[config.mk]
export PLATFORM = sky130hd
export DESIGN_NAME = bpi2c_target
export DESIGN_NICKNAME = d
export VERILOG_FILES = /design/src/rtl/bpi2c_pkg.sv /design/src/rtl/bpi2c_line_sync.sv /design/src/rtl/bpi2c_bank_regs.sv /design/src/rtl/bpi2c_target.sv
export SDC_FILE = /design/constraint.sdc
export NUM_CORES = 1
export LEC_CHECK = 0
export BUFFER_PORTS_ARGS = -buffer_cell sky130_fd_sc_hd__buf_2
export CORE_ASPECT_RATIO = 1.75
export CORE_MARGIN = 2
export CORE_UTILIZATION = 56
export CTS_BUF_LIST = sky130_fd_sc_hd__clkbuf_16
export DETAILED_ROUTE_END_ITERATION = 6
export PLACE_DENSITY = 0.82
export SYNTH_ARGS = -nofsm -noshare
export SYNTH_HDL_FRONTEND = slang
export SYNTH_HIERARCHICAL = 1
export SYNTH_SLANG_ARGS = --single-unit
[constraint.sdc]
create_clock -name clk -period 2.5 [get_ports clk]
set_input_delay 0.125 -clock clk [delete_from_list [all_inputs] [get_ports clk]]
set_output_delay 0.125 -clock clk [all_outputs]
set_load 0.02 [all_outputs]
[src/rtl/bpi2c_pkg.sv]
package bpi2c_pkg;
  localparam int DATA_W = 8;
  localparam int OFF_W  = 7;
  localparam int BITS_W = 4;
  localparam logic [OFF_W-1:0] OFF_PAGE_SEL = '0;
  localparam logic [OFF_W-1:0] OFF_BOOK_SEL = '1;

  typedef enum logic [2:0] {
    ST_IDLE,
    ST_ADDR,
    ST_SUB,
    ST_WDATA,
    ST_ACK,
    ST_RDATA,
    ST_RACK
  } bp_state_e;
endpackage

[src/rtl/bpi2c_line_sync.sv]
module bpi2c_line_sync #(
  parameter int SYNC_STAGES = 2
) (
  input  logic clk,
  input  logic rst_n,
  input  logic scl_i,
  input  logic sda_i,
  output logic sda_s,
  output logic scl_rise,
  output logic scl_fall,
  output logic start_det,
  output logic stop_det
);
  logic [SYNC_STAGES-1:0] scl_ff, sda_ff;
  logic scl_s, scl_p, sda_p;

  generate
    if (SYNC_STAGES == 1) begin : g_one
      always_ff @(posedge clk or negedge rst_n) begin
        if (!rst_n) begin
          scl_ff <= '1;
          sda_ff <= '1;
        end else begin
          scl_ff <= scl_i;
          sda_ff <= sda_i;
        end
      end
    end else begin : g_chain
      always_ff @(posedge clk or negedge rst_n) begin
        if (!rst_n) begin
          scl_ff <= '1;
          sda_ff <= '1;
        end else begin
          scl_ff <= {scl_ff[SYNC_STAGES-2:0], scl_i};
          sda_ff <= {sda_ff[SYNC_STAGES-2:0], sda_i};
        end
      end
    end
  endgenerate

  assign scl_s = scl_ff[SYNC_STAGES-1];
  assign sda_s = sda_ff[SYNC_STAGES-1];

  always_ff @(posedge clk or negedge rst_n) begin
    if (!rst_n) begin
      scl_p <= 1'b1;
      sda_p <= 1'b1;
    end else begin
      scl_p <= scl_s;
      sda_p <= sda_s;
    end
  end

  assign scl_rise  = scl_s & ~scl_p;
  assign scl_fall  = ~scl_s & scl_p;
  assign start_det = scl_s & scl_p & sda_p & ~sda_s;
  assign stop_det  = scl_s & scl_p & ~sda_p & sda_s;
endmodule

[src/rtl/bpi2c_bank_regs.sv]
module bpi2c_bank_regs
  import bpi2c_pkg::*;
#(
  parameter int BOOK_W = 8,
  parameter int PAGE_W = 8
) (
  input  logic              clk,
  input  logic              rst_n,
  input  logic              wr_en,
  input  logic [OFF_W-1:0]  off,
  input  logic [DATA_W-1:0] wdata,
  output logic [BOOK_W-1:0] book,
  output logic [PAGE_W-1:0] page,
  output logic              is_reg,
  output logic [DATA_W-1:0] reg_rdata
);
  logic hit_page, hit_book;

  assign hit_page  = (off == OFF_PAGE_SEL);
  assign hit_book  = (off == OFF_BOOK_SEL) && (page == '0);
  assign is_reg    = hit_page | hit_book;
  assign reg_rdata = hit_page ? DATA_W'(page) : DATA_W'(book);

  always_ff @(posedge clk or negedge rst_n) begin
    if (!rst_n) begin
      book <= '0;
      page <= '0;
    end else if (wr_en) begin
      if (hit_page) begin
        page <= PAGE_W'(wdata);
      end else if (hit_book) begin
        book <= BOOK_W'(wdata);
        page <= '0;
      end
    end
  end
endmodule

[src/rtl/bpi2c_target.sv]
module bpi2c_target
  import bpi2c_pkg::*;
#(
  parameter logic [6:0] TGT_ADDR    = 7'h2C,
  parameter int         BOOK_W      = 8,
  parameter int         PAGE_W      = 8,
  parameter int         SYNC_STAGES = 2
) (
  input  logic              clk,
  input  logic              rst_n,
  input  logic              scl_i,
  input  logic              sda_i,
  output logic              sda_oe,
  output logic [BOOK_W-1:0] mem_book,
  output logic [PAGE_W-1:0] mem_page,
  output logic [OFF_W-1:0]  mem_off,
  output logic [DATA_W-1:0] mem_wdata,
  output logic              mem_we,
  input  logic [DATA_W-1:0] mem_rdata
);
  localparam logic [BITS_W-1:0] RX_LAST = BITS_W'(DATA_W);
  localparam logic [BITS_W-1:0] TX_LAST = BITS_W'(DATA_W - 1);

  logic [1:0] rst_ff;
  logic       rst_sync_n;
  logic       sda_s, scl_rise, scl_fall, start_det, stop_det;

  bp_state_e          st, st_n, after, after_n;
  logic [BITS_W-1:0]  cnt, cnt_n;
  logic [DATA_W-1:0]  shr, shr_n;
  logic [OFF_W-1:0]   sub, sub_n;
  logic               mack, mack_n;
  logic               commit, is_reg;
  logic [DATA_W-1:0]  reg_rdata, rd_byte;

  always_ff @(posedge clk or negedge rst_n) begin
    if (!rst_n) rst_ff <= 2'b00;
    else        rst_ff <= {rst_ff[0], 1'b1};
  end
  assign rst_sync_n = rst_ff[1];

  bpi2c_line_sync #(.SYNC_STAGES(SYNC_STAGES)) u_sync (
    .clk(clk), .rst_n(rst_sync_n), .scl_i(scl_i), .sda_i(sda_i),
    .sda_s(sda_s), .scl_rise(scl_rise), .scl_fall(scl_fall),
    .start_det(start_det), .stop_det(stop_det)
  );

  bpi2c_bank_regs #(.BOOK_W(BOOK_W), .PAGE_W(PAGE_W)) u_bank (
    .clk(clk), .rst_n(rst_sync_n), .wr_en(commit), .off(sub),
    .wdata(shr), .book(mem_book), .page(mem_page),
    .is_reg(is_reg), .reg_rdata(reg_rdata)
  );

  assign rd_byte = is_reg ? reg_rdata : mem_rdata;

  always_comb begin
    st_n    = st;
    after_n = after;
    cnt_n   = cnt;
    shr_n   = shr;
    sub_n   = sub;
    mack_n  = mack;
    commit  = 1'b0;
    if (stop_det) begin
      st_n = ST_IDLE;
    end else if (start_det) begin
      st_n  = ST_ADDR;
      cnt_n = '0;
    end else begin
      unique case (st)
        ST_ADDR, ST_SUB, ST_WDATA: begin
          if (scl_rise && cnt != RX_LAST) begin
            shr_n = {shr[DATA_W-2:0], sda_s};
            cnt_n = cnt + 1'b1;
          end
          if (scl_fall && cnt == RX_LAST) begin
            st_n = ST_ACK;
            if (st == ST_ADDR) begin
              if (shr[DATA_W-1:1] == TGT_ADDR) after_n = shr[0] ? ST_RDATA : ST_SUB;
              else                             st_n    = ST_IDLE;
            end else if (st == ST_SUB) begin
              sub_n   = shr[OFF_W-1:0];
              after_n = ST_WDATA;
            end else begin
              commit  = 1'b1;
              sub_n   = sub + 1'b1;
              after_n = ST_WDATA;
            end
          end
        end
        ST_ACK: begin
          if (scl_fall) begin
            st_n  = after;
            cnt_n = '0;
            if (after == ST_RDATA) shr_n = rd_byte;
          end
        end
        ST_RDATA: begin
          if (scl_fall) begin
            if (cnt == TX_LAST) begin
              st_n  = ST_RACK;
              sub_n = sub + 1'b1;
              cnt_n = '0;
            end else begin
              shr_n = {shr[DATA_W-2:0], 1'b0};
              cnt_n = cnt + 1'b1;
            end
          end
        end
        ST_RACK: begin
          if (scl_rise) mack_n = ~sda_s;
          if (scl_fall) begin
            if (mack) begin
              st_n  = ST_RDATA;
              shr_n = rd_byte;
              cnt_n = '0;
            end else begin
              st_n = ST_IDLE;
            end
          end
        end
        default: ;
      endcase
    end
  end

  always_ff @(posedge clk or negedge rst_sync_n) begin
    if (!rst_sync_n) begin
      st    <= ST_IDLE;
      after <= ST_IDLE;
      cnt   <= '0;
      shr   <= '0;
      sub   <= '0;
      mack  <= 1'b0;
    end else begin
      st    <= st_n;
      after <= after_n;
      cnt   <= cnt_n;
      shr   <= shr_n;
      sub   <= sub_n;
      mack  <= mack_n;
    end
  end

  assign sda_oe    = (st == ST_ACK) || (st == ST_RDATA && !shr[DATA_W-1]);
  assign mem_off   = sub;
  assign mem_wdata = shr;
  assign mem_we    = commit & ~is_reg;
endmodule

==> impl_metrics.env, run 1 <==
export IMPL_comb_power_share_pct=34.6
export IMPL_ys_ff_latch=50
export IMPL_p_leak_nw=1.56
export IMPL_reg2reg_depth=7
export IMPL_synthToLayoutAreaGrowth_pct=23.5
export IMPL_startpoint_type="register"
export IMPL_drt_total_wl_mm=7.41
export IMPL_dpl_hpwl_mm=5.09
export IMPL_antenna_left=0
export IMPL_max_freq_mhz=416
export IMPL_crit_required_ns=2.68
export IMPL_final_max_slew_viol_count=0
export IMPL_fp_coreArea_um2=4670
export IMPL_maxCapViolCount=0
export IMPL_synth_area_leaders="dfrtp_1 (41%), mux2_2 (14%), dfstp_2 (5.8%), mux2i_1 (4.1%), o21ai_0 (2.8%)"
export IMPL_vdd_ir_drop_max_mv=0.627
export IMPL_dieHeight_um=96.1
export IMPL_stdcell_area_um2=3350
export IMPL_final_period_utilization_pct=96.3
export IMPL_die_w_um=56.6
export IMPL_num_rows=33
export IMPL_finalSetupTns_ns=0
export IMPL_dieArea_um2=5440
export IMPL_post_drt_wl_per_cell_um=19.9
export IMPL_gp_congestion=0.823
export IMPL_synth_top_area_share_pct=40.6
export IMPL_power_switching_w=0.00114
export IMPL_yosys_cell_types_count=52
export IMPL_gr_total_overflow=0
export IMPL_post_route_drc_count=0
export IMPL_finalHoldViolations=0
export IMPL_powerDensity_nw_per_um2=860
export IMPL_avgSynthCellArea_um2=10.9
export IMPL_criticalPathCategory="register to register"
export IMPL_drive_above_1_share_pct=39.9
export IMPL_clk_pin_slew_ns=0.07
export IMPL_vias_per_cell=6.28
export IMPL_placed_area_um2=3140
export IMPL_async_reset_ff_share_pct=100
export IMPL_synthesis_area_um2=2720
export IMPL_p_total_w=0.00288
export IMPL_synth_edf_count=0
export IMPL_ys_warn_count=6
export IMPL_synth_main_ff_cell="dfrtp_1"
export IMPL_intPower_w=0.00175
export IMPL_status="finished, final reports clean"
export IMPL_diodes=0
export IMPL_swShare_pct=39.5
export IMPL_num_fill_cells=344
export IMPL_cts_tree="built"
export IMPL_io_buffers=44
export IMPL_synth_largest_area_cell="dfrtp_1"
export IMPL_clock_power_share_pct=23.2
export IMPL_start_util_pct=58.2
export IMPL_p_seq_share_pct=42.3
export IMPL_tightest_slew_ns=0.743
export IMPL_htree_levels=2
export IMPL_antenna_found_initial=0
export IMPL_synthesis_instances=250
export IMPL_worstPathMaxFanout=5
export IMPL_skew_ns=0.00652
export IMPL_clk_latency_ns=0.29
export IMPL_yosysMostFrequentCell="dfrtp_1"
export IMPL_setup_viol_count_final=0
export IMPL_postLayoutCoreUtil_pct=71.8
export IMPL_dr_pass1_iters=5
export IMPL_crit_arrival_ns=2.58
export IMPL_ys_seq_area_share_pct=46.4
export IMPL_slew_headroom_pct=50.5
export IMPL_rsz0062_at_grt="false"
export IMPL_syn_num_nets=265
export IMPL_final_nets=335
export IMPL_pin_count=45
export IMPL_vias=2343
export IMPL_cts_sinks=50
export IMPL_cts_buffers=5
export IMPL_cts_root_buf="clkbuf_16"
export IMPL_grt_max_degree=32
export IMPL_grt_total_usage_pct=28.3
export IMPL_clockBufferDepth=2
export IMPL_cp_end_kind="register"
export IMPL_grt_pass1_wl_mm=11.6
export IMPL_layout_min_cycle_time_ns=2.41
export IMPL_synthTopCellsByCount="dfrtp_1 (44), mux2_2 (34), nand2_1 (18)"
export IMPL_drtIter0Drc=108
export IMPL_grt_pass1_vias=2401
export IMPL_hold_path_class="primary input to asynchronous set/reset pin"
[sequential cells by signal (all words and copies together) (netlist names)]
| signal | count |
|---|---|
| u_sync/sda_ff | 2 |
| u_sync/scl_p | 1 |
| mem_off | 7 |
| mem_wdata | 8 |
| after | 3 |
| st | 3 |
| cnt | 4 |
| u_sync/scl_ff | 2 |
| u_sync/sda_p | 1 |
| u_bank/page | 8 |
| mack | 1 |
| rst_ff | 2 |
| u_bank/book | 8 |
[worst max-delay path, stage by stage (launching register included)]
cell,delay (ns)
dfrtp_1,0.38
or4_4,0.56
nor4_4,0.25
buf_4,0.22
mux2_2,0.34
mux2i_1,0.14
o21ai_1,0.09
mux2_4,0.30
[placed cells by master (no fill, tap or decap), drive strengths merged, types with 5 or more instances in the layout]
master  netlist  routed
a21oi         9       9
a31oi         6       6
buf           2      69
clkbuf        7       5
dfrtp        44      44
dfstp         6       6
inv           8       8
mux2         34      34
mux2i        11      11
nand2        18      18
nand3         6       6
nand3b        5       5
nor2         17      17
nor3          6       6
o21ai        16      16
[cell families (layout without fill, tap and decap cells)]
family                   after synthesis  count (layout)  synth area share, %
AO/OA/AOI/OAI                         49              49                 11.7
adder cells (fa/ha/maj)                3               3                 1.38
buffers and inverters                 17              88                 2.53
flip-flops                            50              50                 46.4
multiplexers                          45              45                 18.2
other                                  1               1                0.138
AND/OR/NAND/NOR                       85              85                 19.7
[timing repair]
item,CTS,global route
resized for setup,0,5
buffers inserted,1,1
cloned,0,0
pin swaps,1,5
setup endpoints to repair,3,16
hold buffers,3,0
endpoints found under the hold margin,4,0
[metal layers]
| layer | GRT usage [%] | part of all wire [%] | up-vias | wire length, um |
|---|---|---|---|---|
| met5 | 0 | 0 | - | 0 |
| met4 | 15.7 | 3.6 | 0 | 265 |
| met3 | 3.36 | 4.8 | 24 | 356 |
| met2 | 55.0 | 57 | 103 | 4250 |
| met1 | 28.5 | 34 | 1151 | 2540 |
| li1 | - | - | 1065 | - |
[area by class of cell]
cell class | count | area [um^2] | area share, %
flip-flops and latches | 50 | 1260 | 37.6
well taps | 52 | 65.1 | 1.94
clock inverters | 3 | 16.3 | 0.485
multi-input cells | 183 | 1400 | 41.9
repair buffers | 72 | 450 | 13.4
clock buffers | 5 | 125 | 3.73
inverters | 8 | 30.0 | 0.896
[metrics by stage]
step / setup WS [ns] / instances / hold slack, ns
2_1_floorplan: -0.0141 / 250 / -0.171
3_3_place_gp: 0.0633 / 360 / -0.0905
3_5_place_dp: 0.0183 / 360 / -0.0899
4_1_cts: 0.0119 / 372 / 0.143
5_1_grt: 0.0137 / 373 / 0.152
6_report: 0.0934 / 373 / 0.139
[power by group through the flow]
| stage | clock network (W) | logic [W] | registers (W) |
|---|---|---|---|
| final | 0.000668 | 0.000997 | 0.00122 |
| after global routing | 0.000699 | 0.00109 | 0.00124 |
| after CTS | 0.000669 | 0.000972 | 0.00121 |
| after detailed placement | 0 | 0.000953 | 0.00122 |
| after global placement | 0 | 0.000920 | 0.00122 |
| after floorplan | 0 | 0.000568 | 0.00123 |
[final timing paths]
path	from	to	slack [ns]
worst min-delay path	rst_n	rst_ff[1]	0.14
worst max register to register	mem_off[2]	mem_wdata[1]	0.09
max in group asynchronous	rst_ff[1]	u_sync/scl_p	1.41
worst max-delay path	mem_off[2]	mem_wdata[1]	0.09
worst min register to register	rst_ff[1]	u_bank/book[7]	0.32
min in group clk	mem_rdata[6]	mem_wdata[6]	0.25
No activity file was read; power rests on OpenSTA's default activity.
==> run 2: changes to the inputs <==
--- a/config.mk
+++ b/config.mk
@@ -9,7 +9,7 @@
 export CORE_ASPECT_RATIO = 1.75
 export CORE_MARGIN = 2
 export CORE_UTILIZATION = 56
-export CTS_BUF_LIST = sky130_fd_sc_hd__clkbuf_16
+export CTS_BUF_LIST = sky130_fd_sc_hd__clkbuf_8 sky130_fd_sc_hd__clkbuf_16
 export DETAILED_ROUTE_END_ITERATION = 6
 export PLACE_DENSITY = 0.82
 export SYNTH_ARGS = -nofsm -noshare
==> run 2 against run 1 <==
Critical path depth unchanged. Setup slack better by 0.023 ns. Sequential power about the same. Global-route usage up 0.32 points. Non-clock buffer count unchanged. Die area unchanged. Power down 4.7%. Combinational power about the same. Sequential share of layout area up 0.41 points. Final area down 1.1%. Largest cell class unchanged. Highest routed layer unchanged.
==> impl_metrics.env, run 2 (synthesis gave the netlist of run 1 again) <==
export IMPL_dpl_hpwl_mm=5.09
export IMPL_grt_pass1_vias=2374
export IMPL_vias_per_cell=6.32
export IMPL_slew_headroom_pct=50.9
export IMPL_final_nets=335
export IMPL_clk_pin_slew_ns=0.09
export IMPL_num_rows=33
export IMPL_grt_total_usage_pct=28.6
export IMPL_hold_worst_slack_ns=0.116
export IMPL_post_drt_wl_per_cell_um=19.8
export IMPL_die_w_um=56.6
export IMPL_final_cell_mix="buf_2 (44), dfrtp_1 (42), mux2_2 (34)"
export IMPL_vdd_ir_drop_max_mv=0.620
export IMPL_antenna_left=0
export IMPL_gr_total_overflow=0
export IMPL_drive_above_1_share_pct=40.5
export IMPL_htree_levels=2
export IMPL_reg2reg_to="mem_wdata[5]"
export IMPL_pin_count=45
export IMPL_final_max_slew_viol_count=0
export IMPL_drt_total_wl_mm=7.39
export IMPL_p_leak_nw=1.55
export IMPL_cp_end_kind="register"
export IMPL_status="finished, final reports clean"
export IMPL_synthToLayoutAreaGrowth_pct=22.1
export IMPL_startpoint_type="register"
export IMPL_skew_ns=0.00906
export IMPL_drtIter0Drc=100
export IMPL_criticalPathCategory="register to register"
export IMPL_reg2reg_depth=7
export IMPL_start_util_pct=58.2
export IMPL_dr_pass1_iters=7
export IMPL_dieHeight_um=96.1
export IMPL_mostFrequentLayoutCell="buf_2"
export IMPL_hold_path_class="primary input to asynchronous set/reset pin"
export IMPL_vias=2356
export IMPL_crit_arrival_ns=2.59
export IMPL_rsz0062_at_grt="false"
export IMPL_worstPathMaxFanout=3
export IMPL_post_route_drc_count=0
export IMPL_dieArea_um2=5440
export IMPL_fp_coreArea_um2=4670
export IMPL_cts_sinks=50
export IMPL_cts_tree="built"
export IMPL_finalHoldViolations=0
export IMPL_powerDensity_nw_per_um2=828
export IMPL_layout_min_cycle_time_ns=2.38
export IMPL_max_freq_mhz=420
export IMPL_clk_latency_ns=0.31
export IMPL_cts_buffers=5
export IMPL_setup_viol_count_final=0
export IMPL_final_period_utilization_pct=95.3
export IMPL_crit_required_ns=2.71
export IMPL_antenna_found_initial=0
export IMPL_postLayoutCoreUtil_pct=71.1
export IMPL_timing_rr_start="mem_off[2]"
export IMPL_rrSetupSlack_ns=0.12
export IMPL_grt_pass1_wl_mm=11.7
export IMPL_diodes=0
export IMPL_clockBufferDepth=2
export IMPL_finalSetupTns_ns=0
export IMPL_maxCapViolCount=0
export IMPL_io_buffers=44
export IMPL_grt_max_degree=32
export IMPL_cts_root_buf="clkbuf_8"
export IMPL_gp_congestion=0.823
export IMPL_tightest_slew_ns=0.736
[run 2: metal layers]
layer	vias up	wire length [um]	track usage (%)
li1	1070	-	-
met1	1142	2570	30.3
met2	112	4160	54.7
met3	32	364	3.76
met4	0	289	13.9
met5	-	0	0
[run 2: power breakdown]
group | internal [W] | switching (W) | total, W
logic | 0.000419 | 0.000574 | 0.000994
registers | 0.000955 | 0.000265 | 0.00122
clock network | 0.000254 | 0.000279 | 0.000533
[run 2: cell type report]
class | count | area [um^2]
Multi-Input combinational cell | 183 | 1400
Inverter | 8 | 30.0
Clock inverter | 1 | 8.76
Tap cell | 52 | 65.1
Fill cell | 342 | 1350
Sequential cell | 50 | 1260
Clock buffer | 7 | 96.3
Timing Repair Buffer | 72 | 450
[run 2: critical path, cell delays in order (launching register included)]
cell     delay, ns
dfrtp_1       0.38
or4_4         0.58
nor4_4        0.23
buf_4         0.19
mux2_2        0.34
mux2i_1       0.18
o21ai_0       0.10
mux2_2        0.29
[run 2: through the flow]
step / total power [W] / area (um^2) / cells / setup WS, ns
floorplan: 0.00180 / 2720 / 250 / -0.0141
global placement: 0.00214 / 3140 / 360 / 0.0633
detailed placement: 0.00217 / 3140 / 360 / 0.0183
CTS: 0.00271 / 3290 / 372 / 0.00850
global route: 0.00289 / 3320 / 373 / 0.0131
finish: 0.00275 / 3320 / 373 / 0.116
[run 2: worst max-delay path by stage]
stage	startpoint	to	slack, ns	cells after the start
after floorplan	mem_off[5]	mem_wdata[0]	-0.01	7
after global placement	mem_off[5]	mem_wdata[0]	0.06	7
after detailed placement	u_sync/scl_p	u_bank/page[6]	0.02	6
after CTS	mem_off[5]	mem_wdata[5]	0.009	7
after global routing	u_sync/scl_ff[1]	mem_off[5]	0.01	8
final	mem_off[2]	mem_wdata[5]	0.12	7
[run 2: timing repair]
| item | in CTS | in global routing |
|---|---|---|
| hold endpoints to repair | 4 | 0 |
| buffers inserted | 1 | 1 |
| hold buffers | 3 | 0 |
| pin swaps | 1 | 5 |
| gates resized for setup | 0 | 3 |
| endpoints found under the setup margin | 1 | 16 |
